===== src/rtl/irq_cause_pkg.sv =====
package irq_cause_pkg;
  localparam int CAUSE_W = 16;
  localparam int MODE_W  = 4;

  // fixed cause positions
  localparam int POS_BLK_DONE   = 0;
  localparam int POS_EVT_WR_ERR = 1;
  localparam int POS_DESC_RD    = 9;
  localparam int POS_DATA_RD    = 10;
  localparam int POS_DATA_WR    = 11;
  localparam int POS_BAD_DESC   = 14;

  localparam logic [CAUSE_W-1:0] CAUSE_IMPL =
      (CAUSE_W'(1) << POS_BLK_DONE) | (CAUSE_W'(1) << POS_EVT_WR_ERR) |
      (CAUSE_W'(1) << POS_DESC_RD)  | (CAUSE_W'(1) << POS_DATA_RD)    |
      (CAUSE_W'(1) << POS_DATA_WR)  | (CAUSE_W'(1) << POS_BAD_DESC);

  localparam logic [MODE_W-1:0] MODE_MSG   = MODE_W'(0);
  localparam logic [MODE_W-1:0] MODE_WIRED = MODE_W'(1);

  typedef enum logic [1:0] {
    SEL_STATUS = 2'd0,
    SEL_ENABLE = 2'd1,
    SEL_CLEAR  = 2'd2,
    SEL_MODE   = 2'd3
  } reg_sel_e;
endpackage


===== src/rtl/cause_status_reg.sv =====
module cause_status_reg #(
  parameter int W = 16,
  parameter logic [W-1:0] IMPL = '1
) (
  input  logic         clk,
  input  logic         rst_n,
  input  logic [W-1:0] src,
  input  logic [W-1:0] clr,
  output logic [W-1:0] status
);
  logic [W-1:0] status_q;

  // set has priority over clear so a coincident event survives
  always_ff @(posedge clk) begin
    if (!rst_n) status_q <= '0;
    else        status_q <= ((status_q & ~clr) | src) & IMPL;
  end

  assign status = status_q;
endmodule


===== src/rtl/cause_cfg_regs.sv =====
module cause_cfg_regs
  import irq_cause_pkg::*;
#(
  parameter int W = 16,
  parameter logic [W-1:0] IMPL = '1
) (
  input  logic              clk,
  input  logic              rst_n,
  input  logic              reg_valid,
  input  logic              reg_write,
  input  logic [1:0]        reg_addr,
  input  logic [W-1:0]      reg_wdata,
  input  logic [W-1:0]      status_i,
  output logic [W-1:0]      enable_o,
  output logic [MODE_W-1:0] mode_o,
  output logic [W-1:0]      clr_o,
  output logic [W-1:0]      reg_rdata
);
  logic     wr_en;
  reg_sel_e sel;

  assign wr_en = reg_valid && reg_write;
  assign sel   = reg_sel_e'(reg_addr);

  always_ff @(posedge clk) begin
    if (!rst_n) begin
      enable_o <= '0;
      mode_o   <= MODE_WIRED;
    end else if (wr_en) begin
      case (sel)
        SEL_ENABLE: enable_o <= reg_wdata & IMPL;
        SEL_MODE:   mode_o   <= reg_wdata[MODE_W-1:0];
        default: ;
      endcase
    end
  end

  assign clr_o = (wr_en && sel == SEL_CLEAR) ? reg_wdata : '0;

  always_comb begin
    case (sel)
      SEL_STATUS: reg_rdata = status_i;
      SEL_ENABLE: reg_rdata = enable_o;
      SEL_MODE:   reg_rdata = W'(mode_o);
      default:    reg_rdata = '0;
    endcase
  end
endmodule


===== src/rtl/cause_irq_out.sv =====
module cause_irq_out
  import irq_cause_pkg::*;
#(
  parameter int W = 16
) (
  input  logic              clk,
  input  logic              rst_n,
  input  logic [W-1:0]      status,
  input  logic [W-1:0]      enable,
  input  logic [MODE_W-1:0] mode,
  output logic              irq_level,
  output logic              msg_valid,
  output logic [W-1:0]      msg_cause
);
  logic [W-1:0] eff, eff_q, rise;

  assign eff  = status & enable;
  assign rise = eff & ~eff_q;

  always_ff @(posedge clk) begin
    if (!rst_n) eff_q <= '0;
    else        eff_q <= eff;
  end

  assign irq_level = (mode == MODE_WIRED) && (|eff);
  assign msg_valid = (mode == MODE_MSG) && (|rise);
  assign msg_cause = msg_valid ? eff : '0;
endmodule


===== src/rtl/irq_cause_ctrl.sv =====
module irq_cause_ctrl
  import irq_cause_pkg::*;
#(
  parameter int W = CAUSE_W,
  parameter logic [W-1:0] IMPL = CAUSE_IMPL
) (
  input  logic         clk,
  input  logic         rst_n,
  input  logic [W-1:0] src_pulse,
  input  logic         reg_valid,
  input  logic         reg_write,
  input  logic [1:0]   reg_addr,
  input  logic [W-1:0] reg_wdata,
  output logic [W-1:0] reg_rdata,
  output logic         irq_level,
  output logic         msg_valid,
  output logic [W-1:0] msg_cause
);
  logic [W-1:0]      status_w, enable_w, clr_w;
  logic [MODE_W-1:0] mode_w;

  cause_status_reg #(.W(W), .IMPL(IMPL)) u_status (
    .clk(clk), .rst_n(rst_n), .src(src_pulse), .clr(clr_w), .status(status_w)
  );

  cause_cfg_regs #(.W(W), .IMPL(IMPL)) u_cfg (
    .clk(clk), .rst_n(rst_n), .reg_valid(reg_valid), .reg_write(reg_write),
    .reg_addr(reg_addr), .reg_wdata(reg_wdata), .status_i(status_w),
    .enable_o(enable_w), .mode_o(mode_w), .clr_o(clr_w), .reg_rdata(reg_rdata)
  );

  cause_irq_out #(.W(W)) u_out (
    .clk(clk), .rst_n(rst_n), .status(status_w), .enable(enable_w),
    .mode(mode_w), .irq_level(irq_level), .msg_valid(msg_valid),
    .msg_cause(msg_cause)
  );
endmodule


===== config.mk =====
export PLATFORM = sky130hd
export DESIGN_NAME = irq_cause_ctrl
export DESIGN_NICKNAME = d
export VERILOG_FILES = /design/src/rtl/irq_cause_pkg.sv /design/src/rtl/cause_status_reg.sv /design/src/rtl/cause_cfg_regs.sv /design/src/rtl/cause_irq_out.sv /design/src/rtl/irq_cause_ctrl.sv
export SDC_FILE = /design/constraint.sdc
export NUM_CORES = 1
export LEC_CHECK = 0
export BUFFER_PORTS_ARGS = -buffer_cell sky130_fd_sc_hd__buf_2
export CORE_ASPECT_RATIO = 1.75
export CORE_MARGIN = 10
export CORE_UTILIZATION = 31
export CTS_CLUSTER_DIAMETER = 80
export CTS_CLUSTER_SIZE = 30
export DETAILED_ROUTE_END_ITERATION = 8
export PLACE_DENSITY = 0.61
export SLEW_MARGIN = 5
export SYNTH_ARGS = -nofsm -noshare
export SYNTH_HDL_FRONTEND = slang
export SYNTH_HIERARCHICAL = 1
export SYNTH_SLANG_ARGS = --single-unit

===== constraint.sdc =====
create_clock -name clk -period 1.5 [get_ports clk]
set_clock_uncertainty 0.1 [all_clocks]
set_input_delay 0.3 -clock clk [delete_from_list [all_inputs] [get_ports clk]]
set_output_delay 0.3 -clock clk [all_outputs]
set_load 0.005 [all_outputs]

==> flow_summary.yaml, run 1 <==
hold_path:
  min_path_type: "in -> reg"
route:
  detail_route.wl_per_cell_um: 14.71
  drc: 0
  wl_mm: 5.282
  drtPass1Iterations: 4
  vias: 1678
  viasPerCell: 4.674
  drt_iter0_markers: 56
  antenna_left: 0
final_layout:
  n_antenna_cell: 0
  syn2layout_area_growth_pct: 32.88
  drive_above_1_share_pct: 42.70
  nFillCells: 607
  nets: 318
  finalNonFillerCells: 359
  utilization_pct: 42.76
power:
  p_leak_nw: 1.163
  p_per_area_nw_per_um2: 759.4
  ir_drop_mv: 0.3040
  power_mw: 1.939
worst_setup_path:
  critPathSlowestCell: "dfxtp_2"
  startpoint_type: "flop"
  cp_data_required_time_ns: 1.10
  cpPeakStageDelay_ns: 0.34
  crit_path_max_fanout: 5
  cp_cell_sequence: "nand2_4, o2111ai_4, nor4_4, buf_6, buf_6, nor3_2, buf_2"
  crit_buf_inv: 3
  critical-path-top-delay-family: "simple AND/OR/NAND/NOR gates"
  worst-setup-path-type: "reg -> out"
  cp.arrival_ns: 1.58
  crit_path_frequent_cell: "buf_6"
  worst_setup_path_end_kind: "primary output"
  reg2reg_slack_ns: 0.57
floorplanning:
  start_util_pct: 32.18
  fp.dieArea_um2: 9873
  die_h_um: 124.2
  core-area_um2: 5972
  rows: 37
  die_w_um: 79.52
  io_pins: 72
sta:
  fin_crit_sh_pct: 132.1
  drv_slew: 0
  hold_violations: 0
  min_period_ns: 1.982
  rsz0062_at_grt: "yes"
  setup_viol: 10
  fmax_mhz: 504.5
  fin_ws_ns: -0.4822
clocking:
  cts_tree: "yes"
  clk_latency_ns: 0.28
  cts_made_buffers: 5
  clock-root-buffer: "clkbuf_8"
  clock_sinks: 32
  ctsHoldBuffers: 0
  clock_path_buffers: 2
  cts_max_level: 2
  path_clk_slew_ns: 0.06
run:
  cap_violations: 0
grt:
  grt_pass1_wl_mm: 8.411
  grt.total_usage_pct: 10.82
  grt_pass1_vias: 1756
  grt_remaining_overflow: 0
  grt_max_degree: 19
  antenna_found_initial: 0
synthesis:
  syn_inst: 217
  ys.warnings.count: 6
  synthesis.area_um2: 1922
  syn-mean-instance-area_um2: 8.856
place:
  dp_cells: 348
  place_congestion: 0.8137
  port_buffers: 35
  hpwl_mm: 4.254
outcome:
  violations: "setup timing"
  status: "finished, violations left"
[state kept, by name, indices dropped and copies added, names as in the netlist]
register         count
u_out/eff_q         16
u_cfg/enable_o       6
u_cfg/mode_o         4
u_status/status      6
[cell usage in the layout, fill, tap and decap left out, types with 7 or more instances in the layout]
cell type	n
nor2_1	7
dfxtp_1	24
buf_2	34
nand3b_1	12
conb_1	20
buf_6	7
and2_1	9
nand2_1	31
nor4_1	11
buf_4	29
and3_1	15
dfxtp_2	8
mux2i_1	14
[where the power goes]
| part | switching (mW) | internal, mW | total (mW) |
|---|---|---|---|
| clock | 0.299 | 0.374 | 0.673 |
| sequential | 0.0154 | 0.881 | 0.897 |
| combinational | 0.183 | 0.187 | 0.370 |
| total | 0.497 | 1.44 | 1.94 |
[repair_timing]
item | in CTS | in global routing
buffers inserted | 0 | 2
gates cloned | 1 | 1
pin swaps | 4 | 8
gates resized for setup | 11 | 13
endpoints found under the setup margin | 11 | 13
[worst paths after layout]
check / start / endpoint / cells past startpoint
setup / recovery: u_status/status[0] / msg_valid / 7
hold reg to reg: u_status/status[11] / u_out/eff_q[11] / 1
hold / removal: src_pulse[0] / u_status/status[0] / 2
setup reg to reg: u_status/status[0] / u_status/status[0] / 3
[area by class of cell]
type / count / area [um^2] / share of cell area, %
timing repair buffer: 72 / 506.7 / 19.84
sequential: 32 / 650.6 / 25.48
inverter: 1 / 3.754 / 0.1470
tap: 78 / 97.59 / 3.822
clock buffer: 8 / 90.09 / 3.528
multi-input combinational: 168 / 1205 / 47.18
[through the flow]
stage / cell area [um^2] / TNS (ns) / setup slack (ns) / hold WS [ns]
2_1_floorplan: 2053 / -0.5584 / -0.1078 / 0.3174
4_1_cts: 2491 / -3.891 / -0.4603 / 0.1222
5_1_grt: 2554 / -4.526 / -0.5421 / 0.1253
3_5_place_dp: 2354 / -1.756 / -0.2355 / 0.4128
3_3_place_gp: 2354 / -1.692 / -0.2293 / 0.4096
6_report: 2554 / -3.938 / -0.4822 / 0.1254
[worst register-to-register path, cell delays in order (launching register included)]
cell     delay [ns]
dfxtp_2        0.34
buf_4          0.13
nor2b_4        0.11
o21a_1         0.15
[layer usage]
| layer | routed length [um] | vias up | share of wire, % | global-route usage (%) |
|---|---|---|---|---|
| met5 | 0 | - | 0 | 0 |
| met4 | 180 | 0 | 3.4 | 6.194 |
| met3 | 432 | 12 | 8.2 | 3.680 |
| met2 | 2599 | 68 | 49 | 18.95 |
| met1 | 2070 | 745 | 39 | 10.84 |
| li1 | - | 853 | - | - |
No activity file was read; power rests on OpenSTA's default activity.
==> run 2: changes to the inputs <==
- CORE_UTILIZATION: 31 -> 45
- PLACE_DENSITY: 0.61 -> 0.81
==> run 2 against run 1 <==
Effect of this change:
- the run still ends with setup timing left
- clock power grew 22%
- critical endpoint unchanged
- combinational power grew 1%
- sequential power is essentially flat
- die area shrank 25%
- largest cell class unchanged
- maximum frequency shrank 0.24%
- register-to-register slack lost 0.06 ns
- sequential share of layout area grew 0.12 points
- clock-buffer cell count shrank 2
- global-route usage grew 3.2 points
==> flow_summary.yaml, run 2 (synthesis results as in run 1) <==
outcome:
  status: "finished, violations left"
  violations: "setup timing"
power:
  p_seq_share_pct: 43.0
  switching_share_pct: 25.36
  p_leak_nw: 1.180
  ir_drop_mv: 0.5879
  power_mw: 2.091
  clockPowerShare_pct: 39.1
  p_sw_mw: 0.5301
  p_int_mw: 1.560
  p_per_area_nw_per_um2: 814.7
  combPwrFrac_pct: 17.9
sta:
  rsz0062_at_grt: "yes"
  min_period_ns: 1.987
  fmax_mhz: 503.3
  fin_ws_ns: -0.4870
  whs_ns: 0.1197
  setup_viol: 10
  hold_violations: 0
  fin_crit_sh_pct: 132.5
  setup_tns_ns: -4.046
  drv_slew: 0
worst_setup_path:
  reg2reg_slack_ns: 0.51
  crit_path_max_fanout: 5
  cp_data_required_time_ns: 1.10
  cp.arrival_ns: 1.59
  worst-setup-path-type: "reg -> out"
  worst_setup_path_end_kind: "primary output"
  startpoint_type: "flop"
route:
  antenna_left: 0
  drc: 0
  drt_iter0_markers: 94
  viasPerCell: 5.324
  drtPass1Iterations: 4
  wl_mm: 5.627
  vias: 1757
  detail_route.wl_per_cell_um: 17.05
grt:
  grt_max_degree: 20
  grt.total_usage_pct: 14.05
  grt_remaining_overflow: 0
  antenna_found_initial: 0
  grt_pass1_vias: 1816
  grt_pass1_wl_mm: 8.569
final_layout:
  n_antenna_cell: 0
  top_register: "u_out/eff_q"
  multiInputGateArea_um2: 1211
  layout_commonest_cell: "buf_2"
  finalInstanceArea_um2: 2566
  finalNonFillerCells: 330
  utilization_pct: 61.83
  final_cell_mix: "buf_2, nand2_1, buf_4, conb_1, dfxtp_1"
  drive_above_1_share_pct: 45.55
  seq_area_um2: 656.9
  syn2layout_area_growth_pct: 33.53
  largest_reg_flops: 16
  nFillCells: 347
  nets: 318
place:
  place_ws_ns: -0.2387
  place_congestion: 0.8568
  placed_area_um2: 2287
  hpwl_mm: 4.224
  port_buffers: 35
  dp_cells: 315
clocking:
  clk_latency_ns: 0.28
  clock-root-buffer: "clkbuf_8"
  path_clk_slew_ns: 0.07
  cts_tree: "yes"
  clock_path_buffers: 2
  cts_max_level: 2
  ctsHoldBuffers: 0
  cts_made_buffers: 5
  clock_sinks: 32
floorplanning:
  io_pins: 72
  fp.dieArea_um2: 7388
  start_util_pct: 46.31
  rows: 31
  die_w_um: 69.40
  core-area_um2: 4150
  die_h_um: 106.5
run:
  cap_violations: 0
hold_path:
  min_path_type: "in -> reg"
run 2: cell type report:
| type | count | share of cell area (%) |
|---|---|---|
| multi-input cells | 168 | 47.20 |
| flip-flops and latches | 32 | 25.60 |
| repair buffers | 72 | 20.48 |
| clock buffers | 6 | 2.828 |
| well taps | 49 | 2.389 |
| clock inverters | 2 | 1.365 |
| inverters | 1 | 0.1463 |
run 2: critical path: stages (launching register included):
cell and delay (ns):
dfxtp_1 0.33, nand3b_1 0.16, o2111ai_4 0.16, nor4_4 0.22
buf_6 0.18, buf_6 0.09, nor3_2 0.03, buf_2 0.12
run 2: worst paths after layout:
| check | depth (start not counted) | startpoint | endpoint |
|---|---|---|---|
| setup / recovery | 7 | u_out/eff_q[10] | msg_valid |
| hold / removal | 2 | src_pulse[14] | u_status/status[14] |
| setup reg to reg | 5 | u_cfg/enable_o[11] | u_cfg/enable_o[11] |
| hold reg to reg | 3 | u_cfg/enable_o[1] | u_cfg/enable_o[1] |
run 2: power by group through the flow:
stage | combinational, mW | clock, mW | sequential, mW
4_1_cts | 0.335 | 0.827 | 0.892
2_1_floorplan | 0.243 | 0 | 0.913
3_5_place_dp | 0.322 | 0 | 0.910
5_1_grt | 0.408 | 0.872 | 0.901
6_report | 0.374 | 0.818 | 0.898
3_3_place_gp | 0.312 | 0 | 0.909
run 2: repair_timing:
| item | CTS | global route |
|---|---|---|
| pin swaps | 3 | 6 |
| setup endpoints to repair | 10 | 14 |
| cloned | 1 | 0 |
| resized for setup | 13 | 21 |
| buffers inserted | 2 | 4 |
run 2: routing by layer:
metal  wire length, um  track usage [%]  part of all wire (%)
met4               121            5.636                   2.2
met5                 0                0                     0
met1              2095            12.68                    37
met2              3096            27.30                    55
met3               314            4.935                   5.6
